===== src/rtl/gpio_debounce_filter.sv =====
module gpio_debounce_filter #(
  parameter int UNIT_A    = 2,
  parameter int UNIT_B    = 8,
  parameter int UNIT_C    = 512,
  parameter int UNIT_D    = 2048,
  parameter int WARM_CLKS = 30
) (
  input  logic       clk,
  input  logic       rst_n,
  input  logic [1:0] cfg_mode,
  input  logic [3:0] cfg_count,
  input  logic       cfg_large,
  input  logic       cfg_unit,
  input  logic       pin_raw,
  output logic       pin_filt,
  output logic       ready
);
  localparam int MAX_AB = (UNIT_A > UNIT_B) ? UNIT_A : UNIT_B;
  localparam int MAX_CD = (UNIT_C > UNIT_D) ? UNIT_C : UNIT_D;
  localparam int MAXU   = (MAX_AB > MAX_CD) ? MAX_AB : MAX_CD;
  localparam int PW     = (MAXU > 2) ? $clog2(MAXU) : 1;
  localparam int WW     = $clog2(WARM_CLKS + 1);
  localparam logic [1:0] M_BYPASS = 2'b00;
  localparam logic [1:0] M_BOTH   = 2'b01;
  localparam logic [1:0] M_RISE   = 2'b10;
  localparam logic [1:0] M_FALL   = 2'b11;

  logic [7:0]    cfg_q;
  logic [PW-1:0] pre_q, pre_lim;
  logic [3:0]    tick_q, tick_lim;
  logic [WW-1:0] warm_q;
  logic          filt_q;

  wire [7:0] cfg_now = {cfg_mode, cfg_count, cfg_large, cfg_unit};
  wire chg  = cfg_now != cfg_q;
  wire mism = pin_raw != filt_q;
  wire fast = (cfg_mode == M_RISE && !pin_raw) || (cfg_mode == M_FALL && pin_raw);

  always_comb begin
    case ({cfg_large, cfg_unit})
      2'b00:   pre_lim = PW'(UNIT_A - 1);
      2'b01:   pre_lim = PW'(UNIT_B - 1);
      2'b10:   pre_lim = PW'(UNIT_C - 1);
      default: pre_lim = PW'(UNIT_D - 1);
    endcase
  end

  assign tick_lim = (cfg_count == 4'd0) ? 4'd0 : cfg_count - 4'd1;

  always_ff @(posedge clk or negedge rst_n) begin
    if (!rst_n) begin
      cfg_q  <= '0;
      warm_q <= '0;
    end else begin
      cfg_q <= cfg_now;
      if (chg) warm_q <= '0;
      else if (warm_q != WW'(WARM_CLKS)) warm_q <= warm_q + 1'b1;
    end
  end

  always_ff @(posedge clk or negedge rst_n) begin
    if (!rst_n) begin
      filt_q <= 1'b0;
      pre_q  <= '0;
      tick_q <= '0;
    end else if (cfg_mode == M_BYPASS || fast) begin
      filt_q <= pin_raw;
      pre_q  <= '0;
      tick_q <= '0;
    end else if (chg || !mism) begin
      pre_q  <= '0;
      tick_q <= '0;
    end else if (pre_q == pre_lim) begin
      pre_q <= '0;
      if (tick_q == tick_lim) begin
        filt_q <= pin_raw;
        tick_q <= '0;
      end else begin
        tick_q <= tick_q + 4'd1;
      end
    end else begin
      pre_q <= pre_q + 1'b1;
    end
  end

  assign pin_filt = (cfg_mode == M_BYPASS) ? pin_raw : filt_q;
  assign ready    = (cfg_mode == M_BYPASS) || (warm_q == WW'(WARM_CLKS));


  glitch_hold_chk: assert property (@(posedge clk) disable iff (!rst_n)
    ($past(cfg_mode) == M_BOTH && filt_q != $past(filt_q))
      |-> ($past(pin_raw) == filt_q && $past(pin_raw, 2) == filt_q));


  low_pass_chk: assert property (@(posedge clk) disable iff (!rst_n)
    ($past(cfg_mode) == M_RISE && !$past(pin_raw)) |-> !filt_q);


  high_pass_chk: assert property (@(posedge clk) disable iff (!rst_n)
    ($past(cfg_mode) == M_FALL && $past(pin_raw)) |-> filt_q);


  warm_restart_chk: assert property (@(posedge clk) disable iff (!rst_n)
    chg |=> (!ready || cfg_mode == M_BYPASS));


  ready_drop_chk: assert property (@(posedge clk) disable iff (!rst_n)
    $fell(ready) |-> (chg || $past(chg)));
endmodule


===== config.mk =====
export PLATFORM = sky130hd
export DESIGN_NAME = gpio_debounce_filter
export DESIGN_NICKNAME = d
export VERILOG_FILES = /design/src/rtl/gpio_debounce_filter.sv
export SDC_FILE = /design/constraint.sdc
export NUM_CORES = 1
export LEC_CHECK = 0
export ABC_CLOCK_PERIOD_IN_PS = 2400
export BUFFER_PORTS_ARGS = -buffer_cell sky130_fd_sc_hd__buf_2
export CORE_MARGIN = 5
export CORE_UTILIZATION = 58
export CTS_CLUSTER_DIAMETER = 200
export CTS_CLUSTER_SIZE = 30
export DETAILED_ROUTE_END_ITERATION = 6
export PLACE_DENSITY = 0.89
export SLEW_MARGIN = 30
export SYNTH_ARGS = -nofsm -noshare
export SYNTH_HDL_FRONTEND = slang
export SYNTH_SLANG_ARGS = --single-unit

===== constraint.sdc =====
create_clock -name clk -period 2.4 [get_ports clk]
set_input_delay 0.48 -clock clk [delete_from_list [all_inputs] [get_ports clk]]
set_output_delay 0.48 -clock clk [all_outputs]
set_load 0.05 [all_outputs]

[Word-level counts from Yosys, hierarchy flattened]
Index checks and enable logic that the tools add are counted.
Storage, ports and cells
  latch bits: 0
  memories kept: 0
  register bits: 29
  input bits: 11
  word-level logic and storage cells: 52
  memory bits (read-only): 0
  memory bits (writable): 0
  output and inout bits: 2
Cells by class
  muxes and demuxes: 16
  $add $sub $neg: 4
  bitwise logic cells: 0
  multipliers: 0
  divide/modulo/power cells: 0
  reduce and logical (&&, ||, !) cells: 16
  shifts and indexed selects: 0
  equality and inequality tests: 11
  magnitude comparators: 0
Operators with widths (number)
  11-bit two-way mux: 3
  11-bit case mux with 3 select lines: 1
  4-bit two-way mux: 5
  11-bit by 1-bit adder with 11-bit output, second input constant: 1
  11-bit == test: 1
  5-bit two-way mux: 2
  8-bit inequality test: 1
  2-bit == test, second input constant: 3
  2-bit nonzero test: 3
  5-bit by 1-bit adder with 5-bit output, second input constant: 1
  5-bit == test, second input constant: 1
  1-bit two-way mux: 5
  5-bit inequality test, second input constant: 1
  4-bit by 1-bit adder with 4-bit output, second input constant: 1
  4-bit == test: 1
  2-bit logical NOT: 2
  4-bit logical NOT: 1
  1-bit logical OR: 4
  4-bit by 1-bit subtractor with 4-bit output, second input constant: 1
  3-bit AND reduction: 1
  3-bit nonzero test: 1
  2-bit by 1-bit == test with 1-bit output, second input constant: 1
  1-bit logical AND: 2
  1-bit logical NOT: 2
  2 further kinds: 2

[Depth between registers and ports, before layout]
Gate-level depths: netlist of run 1.
  word-level depth: 7
  depth in mapped cells: 7
  mapped depth without buffers: 6

[Worst setup path before layout of run 1]
OpenSTA, ideal clock, no wires.
  path type: input -> register
  from: input port cfg_mode[1]
  to: register tick_q[3]
  path slack: 201 ps
  data required time: 2274 ps
  library setup time: 126 ps
  arrival: 2073 ps
  path buffers: 0
  stages on the path: 6
  cells stage by stage: xor2_1 nor4_1 nand2_2 or4b_4 nor3b_1 a221o_1
Between the ends
  word-level cells in the longest chain between the ends: 5
  elaborated cells on any way between the ends: 12
  those cells by class: 3 x eq/ne; 2 x mux; 7 x reduce/logical
RTL lines
  start: declaration: line 10  | input logic [1:0] cfg_mode,
  parallel branches: the longest is 5 deep, another holds 8-bit inequality test
  end signal: assignment: line 79  | tick_q <= tick_q + 4'd1;
  end: declaration: line 30  | logic [3:0] tick_q, tick_lim;
Several ways; the timed one is not identified.
A chain may end at the register's enable or synchronous reset.

[Worst setup path in the final report of run 1]
  from: register pre_q[7]
  to: register tick_q[2]
Between the ends
  word-level cells in the longest chain between the ends: 2
RTL lines
  start: declaration: line 29  | logic [PW-1:0] pre_q, pre_lim;
  start signal: assignment: line 82  | pre_q <= pre_q + 1'b1;
  11-bit == test: line 73  | end else if (pre_q == pre_lim) begin
  3-bit nonzero test (no source line)
No other way between the ends.

==> results.json, run 1 <==
{
  "power_density_nw_per_um2": 512,
  "synth_fp_nets": 164,
  "stdcell_count": 204,
  "synth_mux_area_share_pct": 2.85,
  "grt_pass1_vias": 1216,
  "clk_pin_slew_worst_paths_ns": 0.09,
  "vias": 1218,
  "fill_cells": 173,
  "cts_tree": "yes",
  "post-place-cells": 197,
  "fin_util_pct": 69.7,
  "hold_violations": 0,
  "clkSinkCount": 29,
  "io_pins": 13,
  "clockBufferDepth": 2,
  "antenna_found_initial": 0,
  "rows": 18,
  "grt_pass1_wl_um": 5220,
  "rr_endpoint": "tick_q[2]",
  "tns_ns": 0,
  "track_usage_pct": 19.1,
  "antenna_left": 0,
  "min_period_over_period_pct": 90.7,
  "synthCells": 149,
  "grt_overflow": 0,
  "cp_data_arrival_time_ns": 2.40,
  "leakagePower_nw": 0.786,
  "fin_skew_ns": 0.0121,
  "outcome": "complete, no violations",
  "synthFlopType": "dfrtp_1",
  "crit_path_max_fanout": 5,
  "die_x_um": 61.5,
  "crit_path_cell_trace": "nor4_1 -> a22oi_1 -> or4_1 -> or4b_4 -> inv_2 -> a221o_1",
  "ys_ff_latch": 29,
  "core_area_um2": 2500,
  "grt_max_degree": 30,
  "post-place-ws_ns": 0.0250,
  "start_util_pct": 61.5,
  "cp-end-kind": "flop",
  "worst_slew_pin_slew_ns": 0.621,
  "r2r_start": "pre_q[7]",
  "postCtsHoldBufs": 0,
  "setup_ws_ns": 0.223,
  "synthAdderAreaFrac_pct": 3.25,
  "setup_violations": 0,
  "synth_simple_gate_area_share_pct": 23.3,
  "async_flop_share_pct": 100,
  "dpl.hpwl_um": 2240,
  "peakVddDrop_v": 0.000380,
  "crit_required_ns": 2.62,
  "netlist_area_um2": 1540,
  "critPathKind": "reg2reg",
  "drc": 0,
  "startpoint_type": "flop",
  "area_growth_syn_to_layout_pct": 13.3,
  "synth_compound_area_share_pct": 9.60,
  "die_h_um": 61.5,
  "fin_crit_ns": 2.18,
  "clock_latency_ns": 0.33,
  "wl_per_cell_um": 14.9,
  "critPathSlowestCell": "or4_1",
  "io_buffer_count": 12,
  "antennaDiodeCount": 0,
  "ys_seq_area_share_pct": 47.2,
  "regToRegSetupSlack_ns": 0.22,
  "yosys-top-cells-area": "dfrtp_1, xor2_1, nor2_1",
  "drtIter0Drc": 106,
  "yosysWarnings": 0,
  "relSlewSlack_pct": 58.6,
  "numCtsBuffers": 5,
  "synth_top_family_by_area": "simple AND/OR/NAND/NOR gates",
  "synth_edf_count": 0,
  "synth_top_area_share_pct": 47.2,
  "rsz0062_at_grt": "no",
  "avgSynthCellArea_um2": 10.3,
  "wirelength_um": 3040,
  "synth-xor-area-share_pct": 12.5,
  "cts_resized": 0,
  "reg2regPathDepth": 6,
  "max_freq_mhz": 459,
  "nNetsFinal": 189,
  "yosysTopAreaCell": "dfrtp_1",
  "hp-class": "in2async",
  "maxCapViolCount": 0,
  "dr.pass1.iters": 4,
  "finalPower_mw": 0.892,
  "drive_gt1_share_pct": 18.4,
  "cts_max_level": 2,
  "die_area_um2": 3780,
  "ys_types": 41,
  "gp_congestion": 0.863,
  "final_max_slew_viol_count": 0,
  "viasPerCell": 5.97,
  "root_buffer": "clkbuf_4",
  "post_cts_buffers": 0,
  "critPathMaxStageDelay_ns": 0.61
}
## stage by stage
stage / instance area (µm²) / hold slack [ns]
after floorplan: 1540 / 0.184
after global placement: 1690 / 0.489
after detailed placement: 1690 / 0.498
after CTS: 1740 / 0.175
after global routing: 1740 / 0.211
final: 1740 / 0.155
## cell type report
type | instances | area [µm²] | share of cell area, %
Multi-Input combinational cell | 115 | 792 | 45.5
Sequential cell | 29 | 726 | 41.7
Timing Repair Buffer | 20 | 120 | 6.90
Clock buffer | 7 | 55.1 | 3.16
Tap cell | 30 | 37.5 | 2.16
Inverter | 3 | 11.3 | 0.647
## worst max-delay path: cells and delay by family, from the launching register on
kind,cells,cell delay (ns)
flops,1,0.43
buf+inv,1,0.05
compound gates,2,0.44
simple gates,3,1.17
## worst max-delay path by stage
stage / from / to / slack (ns) / depth (start not counted)
2_1_floorplan: cfg_mode[1] / tick_q[3] / 0.20 / 6
3_3_place_gp: cfg_mode[1] / tick_q[3] / 0.1 / 7
3_5_place_dp: cfg_mode[1] / tick_q[3] / 0.02 / 7
4_1_cts: pre_q[7] / tick_q[2] / 0.23 / 6
5_1_grt: pre_q[7] / tick_q[2] / 0.09 / 6
6_report: pre_q[7] / tick_q[2] / 0.22 / 6
## registers in the layout, indices dropped and copies added (netlist names)
name	flops
pre_q	11
warm_q	5
cfg_q	8
tick_q	4
filt_q	1
## kinds of logic after synthesis
kind of cell	Yosys count
mux	4
fa+ha+maj	4
simple gates	63
xor+xnor	22
flops	29
compound gates	22
buf+inv	5
## report_power, final
part           total, mW  switching, mW  internal [mW]
Clock              0.294          0.156          0.138
Combinational     0.0956         0.0582         0.0373
Sequential         0.503        0.00514          0.498
## placed cells by master, fill, tap and decap left out, drive strengths merged, types with 3 or more instances in the layout
master  Yosys  final
dfrtp      29     29
buf         1     20
nor2       18     18
xor2       16     16
nand3       9      9
clkbuf      1      7
xnor2       6      6
o21ai       6      6
and3        4      4
nor3        4      4
nor3b       4      4
ha          4      4
nor4        4      4
nand2       4      4
nand4       3      3
nand2b      3      3
a21oi       3      3
inv         3      3
mux2        3      3
## layer usage
metal | vias to the layer above | routed length (µm) | track usage [%]
li1 | 586 | - | -
met1 | 584 | 1260 | 22.7
met2 | 37 | 1510 | 31.8
met3 | 11 | 183 | 4.61
met4 | 0 | 88 | 10.0
met5 | - | 0 | 0
## Yosys cell counts, types with 2 or more instances
master and number:
nand2_1 3, ha_1 4, nor3_1 4, xor2_1 16, inv_1 2, and3_1 4, nand4_1 3, a221o_1 2
nand3b_1 2, nor2b_1 2, xnor2_1 6, nor2_1 18, nor4_1 3, mux2_2 2, nand2b_1 3, nand3_1 9
a21oi_1 3, a31oi_1 2, o21ai_0 6, dfrtp_1 29, nor3b_1 4, a211oi_1 2, a22oi_1 2
Note: power is estimated with default switching activity, not from simulation.
==> run 2: changes to the inputs <==
CTS_BUF_LIST = sky130_fd_sc_hd__clkbuf_16   (was default)
==> run 2 against run 1 <==
Register-to-register slack is essentially flat. Non-clock buffer count is the same. Clock-buffer cell count shrank 2. Sequential power is essentially flat. Critical path depth is the same. Clock power grew 90%. Wire length grew 5.4%. Critical endpoint unchanged. Largest cell class unchanged.
==> results.json, run 2 (synthesis results as in run 1) <==
{
  "clkSinkCount": 29,
  "power_density_nw_per_um2": 637,
  "drc": 0,
  "final_cell_mix": "dfrtp_1, nor2_1, xor2_1, buf_2, nand3_1",
  "post-place-ws_ns": 0.0250,
  "root_buffer": "clkbuf_16",
  "relSlewSlack_pct": 58.0,
  "wirelength_um": 3210,
  "hold-worst-slack_ns": 0.230,
  "peakVddDrop_v": 0.000577,
  "leakagePower_nw": 0.823,
  "io_pins": 13,
  "critPathMaxStageDelay_ns": 0.60,
  "crit_path_cell_trace": "nor4_1 -> a22oi_1 -> or4_1 -> or4b_4 -> inv_2 -> a221o_1",
  "rows": 18,
  "hold_violations": 0,
  "crit_path_start": "pre_q[7]",
  "critPathSlowestCell": "or4_1",
  "cp_data_arrival_time_ns": 2.33,
  "grt_pass1_vias": 1223,
  "setup_ws_ns": 0.225,
  "cp-end-kind": "flop",
  "critPathKind": "reg2reg",
  "regMostFlops": "pre_q",
  "cts_resized": 0,
  "drtIter0Drc": 65,
  "dr.pass1.iters": 4,
  "outcome": "complete, no violations",
  "grt_pass1_wl_um": 5430,
  "worst_slew_pin_slew_ns": 0.629,
  "antenna_found_initial": 0,
  "reg_top3": "pre_q (11), cfg_q (8), warm_q (5)",
  "crit_path_max_fanout": 5,
  "r2r_start": "pre_q[7]",
  "crit_required_ns": 2.55,
  "track_usage_pct": 20.3,
  "largest_reg_flops": 11,
  "die_x_um": 61.5,
  "fin_skew_ns": 0.00649,
  "core_area_um2": 2500,
  "tns_ns": 0,
  "gp_congestion": 0.863,
  "layout_commonest_cell": "dfrtp_1",
  "area_growth_syn_to_layout_pct": 18.3,
  "dpl.hpwl_um": 2240,
  "rsz0062_at_grt": "no",
  "regToRegSetupSlack_ns": 0.22,
  "numCtsBuffers": 5,
  "nNetsFinal": 189,
  "setup_violations": 0,
  "antenna_left": 0,
  "start_util_pct": 61.5,
  "antennaDiodeCount": 0,
  "cts_max_level": 2,
  "die_area_um2": 3780,
  "clk_pin_slew_worst_paths_ns": 0.05,
  "cts_tree": "yes",
  "vias": 1222,
  "startpoint_type": "flop",
  "die_h_um": 61.5,
  "final_max_slew_viol_count": 0,
  "fin_crit_ns": 2.18,
  "max_freq_mhz": 460,
  "post_cts_buffers": 0,
  "grt_max_degree": 30,
  "viasPerCell": 5.99,
  "wl_per_cell_um": 15.7,
  "postCtsHoldBufs": 0,
  "min_period_over_period_pct": 90.6,
  "maxCapViolCount": 0,
  "drive_gt1_share_pct": 17.8,
  "grt_overflow": 0,
  "io_buffer_count": 12,
  "hp-class": "in2async",
  "clockBufferDepth": 2,
  "clock_latency_ns": 0.27
}
==> run 2: cell count changes in the layout (fill, tap and decap cells not counted), sizes merged <==
cell    delta
clkbuf     -2
clkinv     +1
inv        +1
==> run 2: routing by layer <==
layer / up-vias / GRT usage, % / wire length (µm)
met5: - / 0 / 0
met4: 0 / 11.5 / 103
met3: 12 / 6.29 / 210
met2: 36 / 33.2 / 1580
met1: 587 / 23.4 / 1310
li1: 587 / - / -
==> run 2: metrics by stage <==
stage	utilization, %	std cells	area, µm²	total power [mW]
after detailed placement	67.5	197	1690	0.609
after floorplan	-	149	1540	0.562
after global placement	67.5	197	1690	0.604
final	72.8	204	1820	1.16
after global routing	72.8	204	1820	1.20
after CTS	72.8	204	1820	1.17
==> run 2: worst paths after layout <==
kind,endpoint,depth (start not counted)
max,tick_q[2],6
min,cfg_q[1],1
max reg2reg,tick_q[2],6
min reg2reg,pre_q[0],1
max in group asynchronous,tick_q[0],1
min in group clk,cfg_q[2],1
==> run 2: area by class of cell <==
class,count,area [µm²]
clock inverter,2,7.51
fill,165,681
tap,30,37.5
multi-input combinational,115,792
inverter,3,11.3
clock buffer,5,125
timing repair buffer,20,120
sequential,29,726
==> run 2: critical path: cells and delay by family, from the launching register on <==
| family | cells | cell delay [ns] |
|---|---|---|
| AND/OR/NAND/NOR | 3 | 1.15 |
| buffers and inverters | 1 | 0.05 |
| flip-flops | 1 | 0.42 |
| AO/OA/AOI/OAI | 2 | 0.44 |
==> run 2: report_power, final <==
part           switching, mW  internal [mW]
logic                 0.0583         0.0373
clock network          0.190          0.368
registers            0.00501          0.500
==> run 3: changes to the inputs <==
CELL_PAD_IN_SITES_DETAIL_PLACEMENT = 0   (was default)
CELL_PAD_IN_SITES_GLOBAL_PLACEMENT = 2   (was default)
CORE_UTILIZATION = 38   (was 58)
==> run 3 against run 2 <==
Worst setup slack worse by 0.043 ns. Hold slack worse by 0.0017 ns. Global-route usage down 8.0 points. Fmax down 2.0%. Sequential cell count unchanged. Sequential power about the same. Clock power up 2%. Critical path depth unchanged. Power up 0.57%. Largest cell class unchanged. Die area up 43%.
==> results.json, run 3 (synthesis results as in run 1) <==
{
  "dpl.hpwl_um": 2180,
  "setup_violations": 0,
  "crit_required_ns": 2.55,
  "wirelength_um": 3010,
  "hp-class": "in2async",
  "wl_per_cell_um": 13.4,
  "clk_pin_slew_worst_paths_ns": 0.05,
  "critPathKind": "reg2reg",
  "drtIter0Drc": 65,
  "clock_latency_ns": 0.27,
  "max_freq_mhz": 451,
  "rsz0062_at_grt": "no",
  "startpoint_type": "flop",
  "crit_path_max_fanout": 5,
  "viasPerCell": 5.10,
  "cp-end-kind": "flop",
  "outcome": "complete, no violations",
  "die_x_um": 73.6,
  "fin_util_pct": 46.4,
  "worst_slew_pin_slew_ns": 0.629,
  "clkSinkCount": 29,
  "place_area_um2": 1700,
  "grt_max_degree": 30,
  "largest_reg_flops": 11,
  "regMostFlops": "pre_q",
  "path_buf_inv": 1,
  "cts_max_level": 2,
  "gp_congestion": 0.782,
  "rows": 23,
  "final_max_slew_viol_count": 0,
  "stdcell_area_um2": 1840,
  "area_growth_syn_to_layout_pct": 19.9,
  "grt_overflow": 0,
  "power_density_nw_per_um2": 632,
  "drc": 0,
  "final_cell_mix": "dfrtp_1, nor2_1, xor2_1, buf_2, nand3_1",
  "clockBufferDepth": 2,
  "relSlewSlack_pct": 58.0,
  "track_usage_pct": 12.3,
  "start_util_pct": 38.7,
  "io_pins": 13,
  "critPathMaxStageDelay_ns": 0.60,
  "crit_path_cell_trace": "nor4_1 -> a22oi_1 -> or4_1 -> or4b_4 -> inv_2 -> a221o_1",
  "die_area_um2": 5420,
  "tns_ns": 0,
  "critPathSlowestCell": "or4_1",
  "die_h_um": 73.6,
  "cp_top_family": "simple AND/OR/NAND/NOR gates",
  "io_buffer_count": 12,
  "reg_top3": "pre_q (11), cfg_q (8), warm_q (5)",
  "min_period_over_period_pct": 92.5,
  "dr.pass1.iters": 4,
  "peakVddDrop_v": 0.000372,
  "antenna_left": 0,
  "postCtsHoldBufs": 0,
  "finalPower_mw": 1.17,
  "grt_pass1_vias": 1124,
  "fin_crit_ns": 2.22,
  "cp_data_arrival_time_ns": 2.37,
  "leakagePower_nw": 0.825,
  "root_buffer": "clkbuf_16",
  "antennaDiodeCount": 0,
  "vias": 1143,
  "cts_tree": "yes",
  "layout_commonest_cell": "dfrtp_1",
  "fin_skew_ns": 0.00334,
  "antenna_found_initial": 0,
  "maxCapViolCount": 0,
  "numCtsBuffers": 5,
  "cts_resized": 0,
  "core_area_um2": 3970,
  "nNetsFinal": 188,
  "hold_violations": 0,
  "post_cts_buffers": 0,
  "grt_pass1_wl_um": 5120,
  "hold-worst-slack_ns": 0.228,
  "drive_gt1_share_pct": 18.4
}
==> run 3: changes by cell type in the layout (fill, tap and decap cells not counted), sizes merged <==
cell | previous run | this run
buf | 20 | 19
clkinv | 1 | 2
==> run 3: path summary, 6_finish.rpt <==
kind | from | end | slack (ns) | depth (start not counted)
max in group asynchronous | rst_n | tick_q[1] | 1.76 | 1
hold reg to reg | pre_q[0] | pre_q[0] | 0.48 | 1
setup reg to reg | pre_q[7] | tick_q[2] | 0.18 | 6
hold / removal | rst_n | warm_q[4] | 0.23 | 1
min in group clk | cfg_mode[0] | cfg_q[6] | 0.39 | 1
setup / recovery | pre_q[7] | tick_q[2] | 0.18 | 6
==> run 3: per-stage QoR <==
step	worst slack (ns)	cells
6_report	0.181	224
5_1_grt	0.0763	224
4_1_cts	0.190	224
3_5_place_dp	0.0332	216
3_3_place_gp	0.0699	216
2_1_floorplan	0.201	149
==> run 3: power breakdown <==
| group | switching [mW] | internal, mW |
|---|---|---|
| logic | 0.0565 | 0.0352 |
| registers | 0.00537 | 0.500 |
| clock network | 0.195 | 0.374 |
| total | 0.257 | 0.909 |
==> run 3: area by class of cell <==
class | instances | area (µm²)
Fill cell | 369 | 2130
Multi-Input combinational cell | 115 | 792
Sequential cell | 29 | 726
Clock buffer | 5 | 125
Timing Repair Buffer | 19 | 113
Tap cell | 50 | 62.6
Clock inverter | 3 | 13.8
Inverter | 3 | 11.3
==> run 3: worst reg2reg max path, cell delays in order, from the launching register on <==
cell	delay [ns]
dfrtp_1	0.43
nor4_1	0.31
a22oi_1	0.10
or4_1	0.60
or4b_4	0.26
inv_2	0.05
a221o_1	0.34
==> run 3: routing by layer <==
layer  part of all wire, %  track usage [%]  up-vias
li1                      -                -      585
met1                    47             15.9      540
met2                    47             19.5       13
met3                   4.1             4.24        5
met4                   1.5             3.62        0
met5                     0                0        -
